### src/rtl/tmr_pkg.sv
package tmr_pkg;
  typedef enum logic [1:0] {
    TM_PRE13   = 2'd0,
    TM_FULL16  = 2'd1,
    TM_RELOAD8 = 2'd2,
    TM_SPLIT   = 2'd3
  } tmr_mode_e;

  typedef struct packed {
    logic      gate;
    logic      ext;
    tmr_mode_e mode;
  } tmr_ctl_t;

  localparam int unsigned CTL_W = $bits(tmr_ctl_t);
endpackage

### src/rtl/tmr_pin_sync.sv
module tmr_pin_sync #(
  parameter int unsigned STAGES = 2
) (
  input  logic clk_i,
  input  logic rst_ni,
  input  logic tick_i,
  input  logic cnt_pin_i,
  input  logic gate_pin_i,
  output logic gate_lvl_o,
  output logic cnt_fall_o
);
  logic [STAGES-1:0] cnt_sq, gate_sq;
  logic              smp_q;
  logic              cnt_lvl;

  assign cnt_lvl = cnt_sq[STAGES-1];

  always_ff @(posedge clk_i or negedge rst_ni) begin
    if (!rst_ni) begin
      cnt_sq  <= '1;
      gate_sq <= '1;
      smp_q   <= 1'b1;
    end else begin
      cnt_sq  <= {cnt_sq[STAGES-2:0], cnt_pin_i};
      gate_sq <= {gate_sq[STAGES-2:0], gate_pin_i};
      if (tick_i) smp_q <= cnt_lvl;
    end
  end

  assign gate_lvl_o = gate_sq[STAGES-1];
  // edge seen between two successive strobes
  assign cnt_fall_o = tick_i & smp_q & ~cnt_lvl;


  two_tick_edge_chk: assert property (@(posedge clk_i) disable iff (!rst_ni)
    cnt_fall_o |=> !cnt_fall_o);
endmodule

### src/rtl/tmr_chan.sv
module tmr_chan
  import tmr_pkg::*;
#(
  parameter int unsigned BYTE_W    = 8,
  parameter int unsigned PRE_W     = 5,
  parameter bit          HAS_SPLIT = 1'b1
) (
  input  logic              clk_i,
  input  logic              rst_ni,
  input  tmr_mode_e         mode_i,
  input  logic              inc_i,
  input  logic              aux_inc_i,
  input  logic              wr_lo_i,
  input  logic              wr_hi_i,
  input  logic [BYTE_W-1:0] wdata_i,
  output logic [BYTE_W-1:0] hi_o,
  output logic [BYTE_W-1:0] lo_o,
  output logic              wrap_o,
  output logic              aux_wrap_o
);
  localparam int unsigned W13 = BYTE_W + PRE_W;
  localparam int unsigned W16 = 2 * BYTE_W;
  localparam logic [W13:0]    INC13 = 1;
  localparam logic [W16:0]    INC16 = 1;
  localparam logic [BYTE_W:0] INC9  = 1;
  localparam logic [BYTE_W-1:0] INC8 = 1;

  logic [BYTE_W-1:0] hi_q, lo_q, hi_n, lo_n;
  logic              wrap, aux_wrap;

  always_comb begin
    hi_n     = hi_q;
    lo_n     = lo_q;
    wrap     = 1'b0;
    aux_wrap = 1'b0;
    unique case (mode_i)
      TM_PRE13: if (inc_i)
        {wrap, hi_n, lo_n[PRE_W-1:0]} = {1'b0, hi_q, lo_q[PRE_W-1:0]} + INC13;
      TM_FULL16: if (inc_i)
        {wrap, hi_n, lo_n} = {1'b0, hi_q, lo_q} + INC16;
      TM_RELOAD8: if (inc_i) begin
        if (lo_q == '1) begin
          lo_n = hi_q;
          wrap = 1'b1;
        end else begin
          lo_n = lo_q + INC8;
        end
      end
      TM_SPLIT: if (HAS_SPLIT) begin
        if (inc_i)     {wrap, lo_n}     = {1'b0, lo_q} + INC9;
        if (aux_inc_i) {aux_wrap, hi_n} = {1'b0, hi_q} + INC9;
      end
      default: ;
    endcase
    if (wr_lo_i) lo_n = wdata_i;
    if (wr_hi_i) hi_n = wdata_i;
  end

  always_ff @(posedge clk_i or negedge rst_ni) begin
    if (!rst_ni) begin
      hi_q <= '0;
      lo_q <= '0;
    end else begin
      hi_q <= hi_n;
      lo_q <= lo_n;
    end
  end

  assign hi_o       = hi_q;
  assign lo_o       = lo_q;
  assign wrap_o     = wrap;
  assign aux_wrap_o = aux_wrap;


  reload_chk: assert property (@(posedge clk_i) disable iff (!rst_ni)
    (mode_i == TM_RELOAD8 && inc_i && lo_q == '1 && !wr_lo_i) |=> lo_q == $past(hi_q));

  reload_hi_chk: assert property (@(posedge clk_i) disable iff (!rst_ni)
    (mode_i == TM_RELOAD8 && !wr_hi_i) |=> $stable(hi_q));

  pre_upper_chk: assert property (@(posedge clk_i) disable iff (!rst_ni)
    (mode_i == TM_PRE13 && !wr_lo_i) |=> lo_q[BYTE_W-1:PRE_W] == $past(lo_q[BYTE_W-1:PRE_W]));

  full_idle_chk: assert property (@(posedge clk_i) disable iff (!rst_ni)
    (mode_i == TM_FULL16 && !inc_i && !wr_lo_i && !wr_hi_i) |=> $stable({hi_q, lo_q}));
endmodule

### src/rtl/dual_tmr_ctr.sv
module dual_tmr_ctr
  import tmr_pkg::*;
#(
  parameter int unsigned BYTE_W      = 8,
  parameter int unsigned PRE_W       = 5,
  parameter int unsigned SYNC_STAGES = 2
) (
  input  logic                  clk_i,
  input  logic                  rst_ni,
  input  logic                  tick_i,
  input  logic [1:0]            cnt_pin_i,
  input  logic [1:0]            gate_pin_i,
  input  logic [1:0]            run_i,
  input  logic                  mode_wr_i,
  input  logic [2*CTL_W-1:0]    mode_wdata_i,
  input  logic                  cnt_wr_i,
  input  logic [1:0]            cnt_sel_i,
  input  logic [BYTE_W-1:0]     cnt_wdata_i,
  input  logic [1:0]            flag_clr_i,
  output logic [1:0]            ovf_o,
  output logic [2*BYTE_W-1:0]   cnt0_o,
  output logic [2*BYTE_W-1:0]   cnt1_o
);
  localparam int unsigned NCH = 2;

  tmr_ctl_t [NCH-1:0] ctl_q;
  logic     [NCH-1:0] gate_lvl, cnt_fall, run_eff, cnt_en, inc, wrap, aux_wrap, set;
  logic     [NCH-1:0] flag_q;
  logic [BYTE_W-1:0]  hi_w [NCH];
  logic [BYTE_W-1:0]  lo_w [NCH];
  logic               split, aux_inc;

  always_ff @(posedge clk_i or negedge rst_ni) begin
    if (!rst_ni)        ctl_q <= '0;
    else if (mode_wr_i) ctl_q <= mode_wdata_i;
  end

  assign split   = (ctl_q[0].mode == TM_SPLIT);
  assign aux_inc = split & run_i[1] & tick_i;
  // split mode lends channel 1's run bit to channel 0's high byte
  assign run_eff = {split | run_i[1], run_i[0]};

  for (genvar i = 0; i < NCH; i++) begin : g_ch
    tmr_pin_sync #(.STAGES(SYNC_STAGES)) u_sync (
      .clk_i      (clk_i),
      .rst_ni     (rst_ni),
      .tick_i     (tick_i),
      .cnt_pin_i  (cnt_pin_i[i]),
      .gate_pin_i (gate_pin_i[i]),
      .gate_lvl_o (gate_lvl[i]),
      .cnt_fall_o (cnt_fall[i])
    );

    assign cnt_en[i] = run_eff[i] & (~ctl_q[i].gate | gate_lvl[i]);
    assign inc[i]    = cnt_en[i] & (ctl_q[i].ext ? cnt_fall[i] : tick_i);

    tmr_chan #(.BYTE_W(BYTE_W), .PRE_W(PRE_W), .HAS_SPLIT(i == 0)) u_chan (
      .clk_i      (clk_i),
      .rst_ni     (rst_ni),
      .mode_i     (ctl_q[i].mode),
      .inc_i      (inc[i]),
      .aux_inc_i  ((i == 0) ? aux_inc : 1'b0),
      .wr_lo_i    (cnt_wr_i && cnt_sel_i[1] == 1'(i) && !cnt_sel_i[0]),
      .wr_hi_i    (cnt_wr_i && cnt_sel_i[1] == 1'(i) &&  cnt_sel_i[0]),
      .wdata_i    (cnt_wdata_i),
      .hi_o       (hi_w[i]),
      .lo_o       (lo_w[i]),
      .wrap_o     (wrap[i]),
      .aux_wrap_o (aux_wrap[i])
    );


    flag_sticky_chk: assert property (@(posedge clk_i) disable iff (!rst_ni)
      (flag_q[i] && !flag_clr_i[i]) |=> flag_q[i]);
  end

  assign set[0] = wrap[0];
  assign set[1] = split ? aux_wrap[0] : (wrap[1] | aux_wrap[1]);

  always_ff @(posedge clk_i or negedge rst_ni) begin
    if (!rst_ni) flag_q <= '0;
    else         flag_q <= (flag_q & ~flag_clr_i) | set;
  end

  assign ovf_o  = flag_q;
  assign cnt0_o = {hi_w[0], lo_w[0]};
  assign cnt1_o = {hi_w[1], lo_w[1]};


  ch1_hold_chk: assert property (@(posedge clk_i) disable iff (!rst_ni)
    (ctl_q[1].mode == TM_SPLIT && !(cnt_wr_i && cnt_sel_i[1])) |=> $stable(cnt1_o));

  gate_hold_chk: assert property (@(posedge clk_i) disable iff (!rst_ni)
    (ctl_q[0].gate && !gate_lvl[0] && !split && !(cnt_wr_i && !cnt_sel_i[1]))
      |=> $stable(cnt0_o));

  split_flag_chk: assert property (@(posedge clk_i) disable iff (!rst_ni)
    (split && !flag_q[1] && !(run_i[1] && tick_i)) |=> !flag_q[1]);
endmodule

### config.mk
export PLATFORM = sky130hd
export DESIGN_NAME = dual_tmr_ctr
export DESIGN_NICKNAME = d
export VERILOG_FILES = /design/src/rtl/tmr_pkg.sv /design/src/rtl/tmr_pin_sync.sv /design/src/rtl/tmr_chan.sv /design/src/rtl/dual_tmr_ctr.sv
export SDC_FILE = /design/constraint.sdc
export NUM_CORES = 1
export LEC_CHECK = 0
export BUFFER_PORTS_ARGS = -buffer_cell sky130_fd_sc_hd__buf_4
export CELL_PAD_IN_SITES_DETAIL_PLACEMENT = 1
export CELL_PAD_IN_SITES_GLOBAL_PLACEMENT = 2
export CORE_ASPECT_RATIO = 1.5
export CORE_MARGIN = 1
export CORE_UTILIZATION = 37
export DETAILED_ROUTE_END_ITERATION = 10
export PLACE_DENSITY = 0.9
export SETUP_SLACK_MARGIN = 0.05
export SYNTH_ARGS = -nofsm -noshare
export SYNTH_HDL_FRONTEND = slang
export SYNTH_HIERARCHICAL = 1
export SYNTH_SLANG_ARGS = --single-unit
### constraint.sdc
create_clock -name clk_i -period 4.55 [get_ports clk_i]
set_input_delay 0.6825 -clock clk_i [delete_from_list [all_inputs] [get_ports clk_i]]
set_output_delay 0.6825 -clock clk_i [all_outputs]
set_load 0.05 [all_outputs]
==> results.md, run 1 <==
* Gate power share at 0.520
* Area grow syn2layout at 17.2%
* Final Cycle Share at 0.567
* Total GRT Usage at 0.247
* RSZ-0062 raised after global routing: false
* Hold buffers post-CTS at 0
* Worst-Skew Late Latency at 0.30 ns
* Gr ovfl total at 0
* Core footprint at 10200 sq um
* Largest net degree at the start of global routing at 53
* Post-Syn Area per Cell at 8.67 sq um
* MaxCap Viol Count at 0
* Post-cts sizing count at 0
* Delay-heaviest family, CP: simple AND/OR/NAND/NOR gates
* Starting Density at 0.383
* Final ANT Viol Nets at 0
* First-pass GRT wire length at 21100 microns
* Final setup viols at 0
* Fillers at 1258
* Post-CTS setup buffer count at 0
* Fmax at 387 MHz
* TritonCTS Buffers at 5
* Worst relative slew slack at 0.440
* Slew @ Worst Pin at 0.841 ns
* Clk_skew at 0.00510 ns
* Largest stage delay, worst path at 0.69 ns
* Cells after DPL at 633
* Final wirelength at 13200 microns
* WP buf/inv at 0
* DRC viols at 0
* Syn_nets at 495
* Worst hold path class: flop to flop
* CP Launch Type: flop
* Final hold violation count at 0
* Share of layout cells above drive strength 1 at 0.234
* Vias in the first global route at 4056
* CP cell instances: ha_1 -> nor3_4 -> nor4_4 -> o21ai_0 -> o31ai_1 -> a21oi_1
* Post-Syn Area at 3930 sq um
* Power Dens Cells at 569 nW/um^2
* PortBufs at 64
* Sw power at 1.36 mW
* GPL Wtd Cong at 0.855
* Critical path's slowest cell: ha_1
* CTS Sinks at 52
* Detailed-route via count at 3863
* Synthesized instance count at 453
* DRT Pass-1 Iters at 5
* Routed length per instance at 20.5 microns
* Slew Limit Fails at 0
* Vias/cell at 6.03
* Die footprint at 11000 sq um
* Min Tclk post-route at 2.58 ns
* YS warnings at 6
* Final core utilization at 0.449
* Fin cells at 641
* Sw frac at 0.518
* CP Capture Type: flop
* Setup_tns at 0 ns
* Dpl hpwl at 10100 microns
* CP required at 4.73 ns
* Detailed Route Iter0 Violations at 180
* Clock share of power at 0.147
* # rows at 45
* Chip Width at 86.1 microns
* Status: finished, final reports clean
* Die height at 128 microns
* Crit-path max FO at 19
* Sequential Power Share at 0.332
* IO Pins at 65
* Final #Nets at 541
* Internal power at 1.26 mW
* Antenna violations before repair at 0
* Crit path DAT at 2.76 ns
* CTS H-tree lvls at 2
* LEAKAGE at 1.85 nW
* Crit Path Category: flop to flop
* Clock Tree Root: clkbuf_16
* ANT cells at 0
* Clock transition at path regs at 0.07 ns
* Clock tree from TritonCTS: built
* VDD IR-drop max at 0.291 mV
* Max clock buf depth at 2
## cells in the final DEF, fill, tap and decap left out, types with 8 or more instances in the layout
master and n:
dfstp_2 10, a21oi_1 22, mux2_2 9, buf_4 67, nor3_1 17, inv_1 23
a31oi_1 10, nand4_1 8, o22ai_1 11, nor2b_1 8, dfrtp_1 42, ha_1 11
nor4_1 10, o211ai_1 8, nand2_1 36, nand2b_1 11, nor2_1 22, and3_1 8
nand3_1 25, o21ai_0 21
## power groups by stage
stage / registers (mW) / logic (mW) / clock network [mW]
6_report: 0.870 / 1.36 / 0.385
5_1_grt: 0.896 / 1.46 / 0.409
4_1_cts: 0.866 / 1.36 / 0.396
3_5_place_dp: 0.873 / 1.36 / 0
3_3_place_gp: 0.865 / 1.33 / 0
2_1_floorplan: 1.09 / 0.712 / 0
## sequential cells by signal, summed over array words and instances, names as in the netlist
| signal | cells |
|---|---|
| ctl_q | 8 |
| g_ch.u_chan/hi_o | 16 |
| g_ch.u_chan/lo_o | 16 |
| g_ch.u_sync/cnt_sq | 4 |
| g_ch.u_sync/gate_sq | 4 |
| g_ch.u_sync/smp_q | 2 |
| ovf_o | 2 |
## through the flow
step           worst slack, ns  hold WS [ns]  area (sq um)  power, mW
5_1_grt                   1.81         0.360          4600       2.76
6_report                  1.97         0.358          4600       2.62
2_1_floorplan             2.25         0.345          3930       1.80
3_3_place_gp              1.94         0.347          4460       2.19
3_5_place_dp              1.81         0.349          4460       2.23
4_1_cts                   1.96         0.359          4600       2.63
## metal layers
metal | GRT usage | wire length (microns)
met1 | 0.271 | 5070
met2 | 0.465 | 7270
met3 | 0.0316 | 407
met4 | 0.111 | 414
met5 | 0 | 0
## area by class of cell
type / instances / area [sq um] / share of cell area
Sequential cell: 52 / 1310 / 0.286
Clock buffer: 6 / 129 / 0.0280
Clock inverter: 2 / 16.3 / 0.00354
Inverter: 23 / 86.3 / 0.0188
Tap cell: 141 / 176 / 0.0383
Multi-Input combinational cell: 350 / 2380 / 0.516
Timing Repair Buffer: 67 / 503 / 0.109
## final timing paths
path                                           from                       end  slack [ns]  cells after the start
min in group asynchronous                    rst_ni    g_ch[1].u_chan/lo_o[2]        0.42                      1
min                        g_ch[1].u_sync/cnt_sq[0]  g_ch[1].u_sync/cnt_sq[1]        0.36                      0
max                                        ctl_q[0]    g_ch[0].u_chan/hi_o[0]        1.97                      6
max reg2reg                                ctl_q[0]    g_ch[0].u_chan/hi_o[0]        1.97                      6
max in group asynchronous                    rst_ni                  ctl_q[2]        3.67                      1
min reg2reg                g_ch[1].u_sync/cnt_sq[0]  g_ch[1].u_sync/cnt_sq[1]        0.36                      0
No activity file was read; power rests on OpenSTA's default activity.
==> run 2, diff against run 1 <==
--- a/config.mk
+++ b/config.mk
@@ -10,9 +10,9 @@
 export CELL_PAD_IN_SITES_GLOBAL_PLACEMENT = 2
 export CORE_ASPECT_RATIO = 1.5
 export CORE_MARGIN = 1
-export CORE_UTILIZATION = 37
+export CORE_UTILIZATION = 34
 export DETAILED_ROUTE_END_ITERATION = 10
-export PLACE_DENSITY = 0.9
+export PLACE_DENSITY = 0.84
 export SETUP_SLACK_MARGIN = 0.05
 export SYNTH_ARGS = -nofsm -noshare
 export SYNTH_HDL_FRONTEND = slang
==> constraint.sdc (replaced) <==
create_clock -name clk_i -period 2.7 [get_ports clk_i]
set_input_delay 0.405 -clock clk_i [delete_from_list [all_inputs] [get_ports clk_i]]
set_output_delay 0.405 -clock clk_i [all_outputs]
set_load 0.05 [all_outputs]
==> results.md, run 2 (same netlist as run 1, synthesis figures left out) <==
* Status: finished, final reports clean
* CTS H-tree lvls at 2 (unchanged)
* Antenna violations before repair at 0 (unchanged)
* Worst setup margin at 0.385 ns (-1.58 ns)
* Crit-path max FO at 15 (-4)
* PortBufs at 64 (unchanged)
* Most common cell after layout, fill and taps aside: buf_4
* Crit Path Category: flop to flop
* Min Tclk post-route at 2.32 ns (-0.267 ns)
* Slew Limit Fails at 0 (unchanged)
* Setup_tns at 0 ns (unchanged)
* Hold buffers post-CTS at 0 (unchanged)
* First-pass GRT wire length at 22200 microns (+4.8%)
* Vias in the first global route at 4175 (+2.9%)
* RSZ-0062 raised after global routing: false
* Die footprint at 12000 sq um (+8.6%)
* Fmax at 432 MHz (+12%)
* Reg area at 1310 sq um (unchanged)
* Detailed-route via count at 3923 (+1.6%)
* TritonCTS Buffers at 5 (unchanged)
* Vias/cell at 5.95 (-1.2%)
* Clock transition at path regs at 0.08 ns (about the same)
* Chip Width at 89.7 microns (+4.2%)
* Max clock buf depth at 2 (unchanged)
* Largest stage delay, worst path at 0.48 ns (-0.21 ns)
* Final #Nets at 553 (+2.2%)
* Fillers at 1351 (+7.4%)
* Area grow syn2layout at 19.7%
* # rows at 47 (+4.4%)
* CP cell instances: ha_1 -> nor3_4 -> nand2_1 -> a221o_1 -> a32o_1
* CP Capture Type: flop
* Routed length per instance at 20.6 microns (+0.42%)
* Delay-heaviest family, CP: simple AND/OR/NAND/NOR gates
* Critical path's slowest cell: ha_1
* Worst-Skew Late Latency at 0.30 ns (about the same)
* Worst hold path class: input pin to async pin
* Most frequent cells in the layout: buf_4 (79), dfrtp_1 (42), nand2_1 (36), nand3_1 (25), inv_1 (23)
* Clock tree from TritonCTS: built
* MaxCap Viol Count at 0 (unchanged)
* Dpl ws at 0.395 ns (-1.42 ns)
* Final wirelength at 13600 microns (+3.2%)
* Min Hold Slack at 0.143 ns (-0.215 ns)
* Dpl hpwl at 10400 microns (+3.4%)
* GPL Wtd Cong at 0.885 (+3.5%)
* Crit path DAT at 2.51 ns (-0.25 ns)
* Clock Tree Root: clkbuf_16
* Final ANT Viol Nets at 0 (unchanged)
* Starting Density at 0.353 (-0.0299)
* Clk_skew at 0.00690 ns (+0.00180 ns)
* Total GRT Usage at 0.234 (-0.0133)
* DRT Pass-1 Iters at 4 (-1)
* Gr ovfl total at 0 (unchanged)
* Die height at 134 microns (+4.2%)
* IO Pins at 65 (unchanged)
* WP buf/inv at 0 (unchanged)
* Power Dens Cells at 962 nW/um^2 (+69%)
* DRC viols at 0 (unchanged)
* Detailed Route Iter0 Violations at 104 (-42%)
* Final setup viols at 0 (unchanged)
* ANT cells at 0 (unchanged)
* VDD IR-drop max at 0.505 mV (+73%)
* Final hold violation count at 0 (unchanged)
* CP required at 2.89 ns (-1.84 ns)
* LEAKAGE at 1.92 nW (+3.6%)
* CP Launch Type: flop
* Final Cycle Share at 0.858 (+0.290)
* Slew @ Worst Pin at 0.829 ns (-0.0116 ns)
* Multi-input gate area at 2380 sq um (unchanged)
* Worst relative slew slack at 0.447 (+0.00777)
* Share of layout cells above drive strength 1 at 0.254 (+0.0199)
* Core footprint at 11100 sq um (+8.5%)
* Largest net degree at the start of global routing at 53 (unchanged)
* CTS Sinks at 52 (unchanged)
* Post-CTS setup buffer count at 0 (unchanged)
* Setup slack, reg-to-reg at 0.38 ns (-1.58 ns)
* Post-cts sizing count at 0 (unchanged)
==> run 2: area by class of cell <==
| class | instances | share of cell area |
|---|---|---|
| Multi-Input combinational cell | 350 | 0.505 |
| Sequential cell | 52 | 0.279 |
| Clock inverter | 3 | 0.00479 |
| Inverter | 23 | 0.0184 |
| Tap cell | 147 | 0.0391 |
| Clock buffer | 5 | 0.0266 |
| Timing Repair Buffer | 79 | 0.126 |
==> run 2: stage by stage <==
stage / total power [mW] / utilization / instances / cell area, sq um
after floorplan: 3.04 / - / 453 / 3930
after CTS: 4.54 / 0.423 / 659 / 4700
final: 4.52 / 0.423 / 659 / 4700
after global routing: 4.79 / 0.423 / 659 / 4700
after global placement: 3.79 / 0.410 / 651 / 4550
after detailed placement: 3.84 / 0.410 / 651 / 4550
==> run 2: path summary, 6_finish.rpt <==
| path | startpoint | to | cells past startpoint |
|---|---|---|---|
| max | ctl_q[0] | g_ch[0].u_chan/lo_o[3] | 5 |
| min | rst_ni | g_ch[1].u_chan/lo_o[4] | 1 |
| max reg2reg | ctl_q[0] | g_ch[0].u_chan/lo_o[3] | 5 |
| min reg2reg | g_ch[0].u_sync/gate_sq[0] | g_ch[0].u_sync/gate_sq[1] | 0 |
| max in group asynchronous | rst_ni | g_ch[1].u_chan/lo_o[7] | 1 |
| min in group clk_i | gate_pin_i[0] | g_ch[0].u_sync/gate_sq[0] | 1 |
==> run 2: worst reg2reg max path, cell delays in order, from the launching register on <==
cell     delay (ns)
dfrtp_1        0.47
ha_1           0.48
nor3_4         0.42
nand2_1        0.23
a221o_1        0.36
a32o_1         0.25
==> run 2: power by group <==
part / internal, mW / switching, mW / total (mW)
clock: 0.349 / 0.333 / 0.682
sequential: 0.981 / 0.418 / 1.40
combinational: 0.860 / 1.58 / 2.44
total: 2.19 / 2.33 / 4.52
==> run 2: per-layer routing <==
| metal | routed length (microns) | vias up | GRT usage |
|---|---|---|---|
| met4 | 414 | 0 | 0.107 |
| met5 | 0 | - | 0 |
| met2 | 7510 | 87 | 0.450 |
| li1 | - | 1818 | - |
| met3 | 413 | 26 | 0.0245 |
| met1 | 5250 | 1992 | 0.254 |
==> run 3, diff against run 2 <==
==> constraint.sdc (replaced) <==
create_clock -name clk_i -period 2.7 [get_ports clk_i]
set_input_delay 0.27 -clock clk_i [delete_from_list [all_inputs] [get_ports clk_i]]
set_output_delay 0.27 -clock clk_i [all_outputs]
set_load 0.05 [all_outputs]
==> results.md, run 3 (same netlist as run 1, synthesis figures left out) <==
* Status: finished, final reports clean
* Crit Path Category: flop to flop
* Vias in the first global route at 4341 (+4.0%)
* Worst setup margin at 0.292 ns (-0.0927 ns)
* Min Tclk post-route at 2.41 ns (+0.0927 ns)
* Vias/cell at 5.93 (-0.36%)
* ANT cells at 0 (unchanged)
* Dpl hpwl at 10500 microns (+0.84%)
* Most frequent cells in the layout: buf_4 (77), dfrtp_1 (42), nand2_1 (36), nand3_1 (25), inv_1 (23)
* VDD IR-drop max at 0.423 mV (-16%)
* Worst r2r src: ctl_q[0]
* Slew Limit Fails at 0 (unchanged)
* Die height at 134 microns (unchanged)
* CP Launch Type: flop
* Clock Tree Root: clkbuf_16
* Starting Density at 0.353 (unchanged)
* Clock transition at path regs at 0.07 ns (about the same)
* Setup slack, reg-to-reg at 0.29 ns (-0.09 ns)
* Cells after DPL at 649 (-0.31%)
* Final hold violation count at 0 (unchanged)
* LEAKAGE at 1.90 nW (-0.84%)
* Die footprint at 12000 sq um (unchanged)
* # rows at 47 (unchanged)
* Reg2reg path depth at 6 (+1)
* Final wirelength at 13700 microns (+0.85%)
* TritonCTS Buffers at 5 (unchanged)
* DRT Pass-1 Iters at 4 (unchanged)
* Worst hold path class: input pin to async pin
* Fin cells at 657 (-0.30%)
* Hold buffers post-CTS at 0 (unchanged)
* GPL Wtd Cong at 0.898 (+1.6%)
* Total Power at 4.51 mW (-0.40%)
* Worst-Skew Late Latency at 0.30 ns (about the same)
* CP Capture Type: flop
* Most common cell after layout, fill and taps aside: buf_4
* Crit-path max FO at 19 (+4)
* CTS Sinks at 52 (unchanged)
* Post-cts sizing count at 0 (unchanged)
* Antenna violations before repair at 0 (unchanged)
* Setup_tns at 0 ns (unchanged)
* Clock tree from TritonCTS: built
* Fmax at 415 MHz (-3.8%)
* Total GRT Usage at 0.234 (about the same)
* IO Pins at 65 (unchanged)
* CTS H-tree lvls at 2 (unchanged)
* Min Hold Slack at 0.0144 ns (-0.128 ns)
* Crit path DAT at 2.58 ns (+0.07 ns)
* Chip Width at 89.7 microns (unchanged)
* CP required at 2.87 ns (-0.02 ns)
* Post-CTS setup buffer count at 0 (unchanged)
* Clk_skew at 0.00450 ns (-0.00240 ns)
* DRC viols at 0 (unchanged)
* MaxCap Viol Count at 0 (unchanged)
* Final #Nets at 551 (-0.36%)
* RSZ-0062 raised after global routing: false
* Gr ovfl total at 0 (unchanged)
* Dpl ws at 0.340 ns (-0.0543 ns)
* PortBufs at 64 (unchanged)
* Routed length per instance at 20.9 microns (+1.2%)
* Largest net degree at the start of global routing at 53 (unchanged)
* First-pass GRT wire length at 22200 microns (+0.28%)
* Detailed Route Iter0 Violations at 114 (+9.6%)
* Slew @ Worst Pin at 0.846 ns (+0.0174 ns)
* RR Endpoint: g_ch[0].u_chan/hi_o[0]
* Core footprint at 11100 sq um (unchanged)
* Max clock buf depth at 2 (unchanged)
* Final Cycle Share at 0.892 (+0.0343)
* Power Dens Cells at 962 nW/um^2 (about the same)
* Share of layout cells above drive strength 1 at 0.249 (-0.00489)
* Worst relative slew slack at 0.436 (-0.0116)
* Detailed-route via count at 3897 (-0.66%)
* Final setup viols at 0 (unchanged)
* Area grow syn2layout at 19.3%
* Final ANT Viol Nets at 0 (unchanged)
-- run 3: changes by cell type in the layout (fill, tap and decap cells not counted), sizes merged --
| cell | delta |
|---|---|
| clkinv | -1 |
| buf | -2 |
| inv | -1 |
| clkinvlp | +1 |
| clkbuf | +1 |
-- run 3: per-stage QoR --
step	utilization	instance area, sq um
after floorplan	-	3930
final	0.421	4680
after CTS	0.421	4680
after global placement	0.408	4540
after detailed placement	0.408	4540
after global routing	0.421	4680
-- run 3: worst max path at each step --
stage | start | end | slack [ns] | cells past startpoint
2_1_floorplan | g_ch[0].u_chan/lo_o[0] | g_ch[0].u_chan/lo_o[3] | 0.49 | 6
3_3_place_gp | ctl_q[0] | g_ch[0].u_chan/lo_o[3] | 0.43 | 5
3_5_place_dp | ctl_q[1] | g_ch[0].u_chan/hi_o[0] | 0.34 | 6
4_1_cts | ctl_q[0] | g_ch[0].u_chan/hi_o[0] | 0.32 | 6
5_1_grt | ctl_q[1] | g_ch[0].u_chan/lo_o[2] | 0.13 | 5
6_report | ctl_q[0] | g_ch[0].u_chan/hi_o[0] | 0.29 | 6
-- run 3: critical path: stages (launching register included) --
cell,delay (ns)
dfrtp_1,0.48
ha_1,0.74
nor3_4,0.16
nor4_4,0.30
o21ai_0,0.16
o32ai_1,0.33
a21oi_1,0.10
-- run 3: cell type report --
| cell class | count | area (sq um) |
|---|---|---|
| multi-input combinational | 350 | 2380 |
| fill | 1320 | 6430 |
| clock inverter | 2 | 16.3 |
| inverter | 23 | 86.3 |
| tap | 147 | 184 |
| timing repair buffer | 77 | 578 |
| sequential | 52 | 1310 |
| clock buffer | 6 | 129 |
-- run 3: routing by layer --
metal	routed length, microns	part of all wire	track usage	vias to the layer above
met3	560	0.041	0.0388	31
met1	5110	0.37	0.249	1956
li1	-	-	-	1807
met2	7530	0.55	0.436	103
met4	496	0.036	0.128	0
met5	0	0	0	-
-- run 3: power breakdown --
| group | internal [mW] | switching [mW] | total (mW) | leakage [nW] |
|---|---|---|---|---|
| Clock | 0.347 | 0.319 | 0.666 | 0.0671 |
| Combinational | 0.854 | 1.59 | 2.45 | 1.26 |
| Sequential | 0.981 | 0.411 | 1.39 | 0.574 |
| Total | 2.18 | 2.32 | 4.51 | 1.90 |
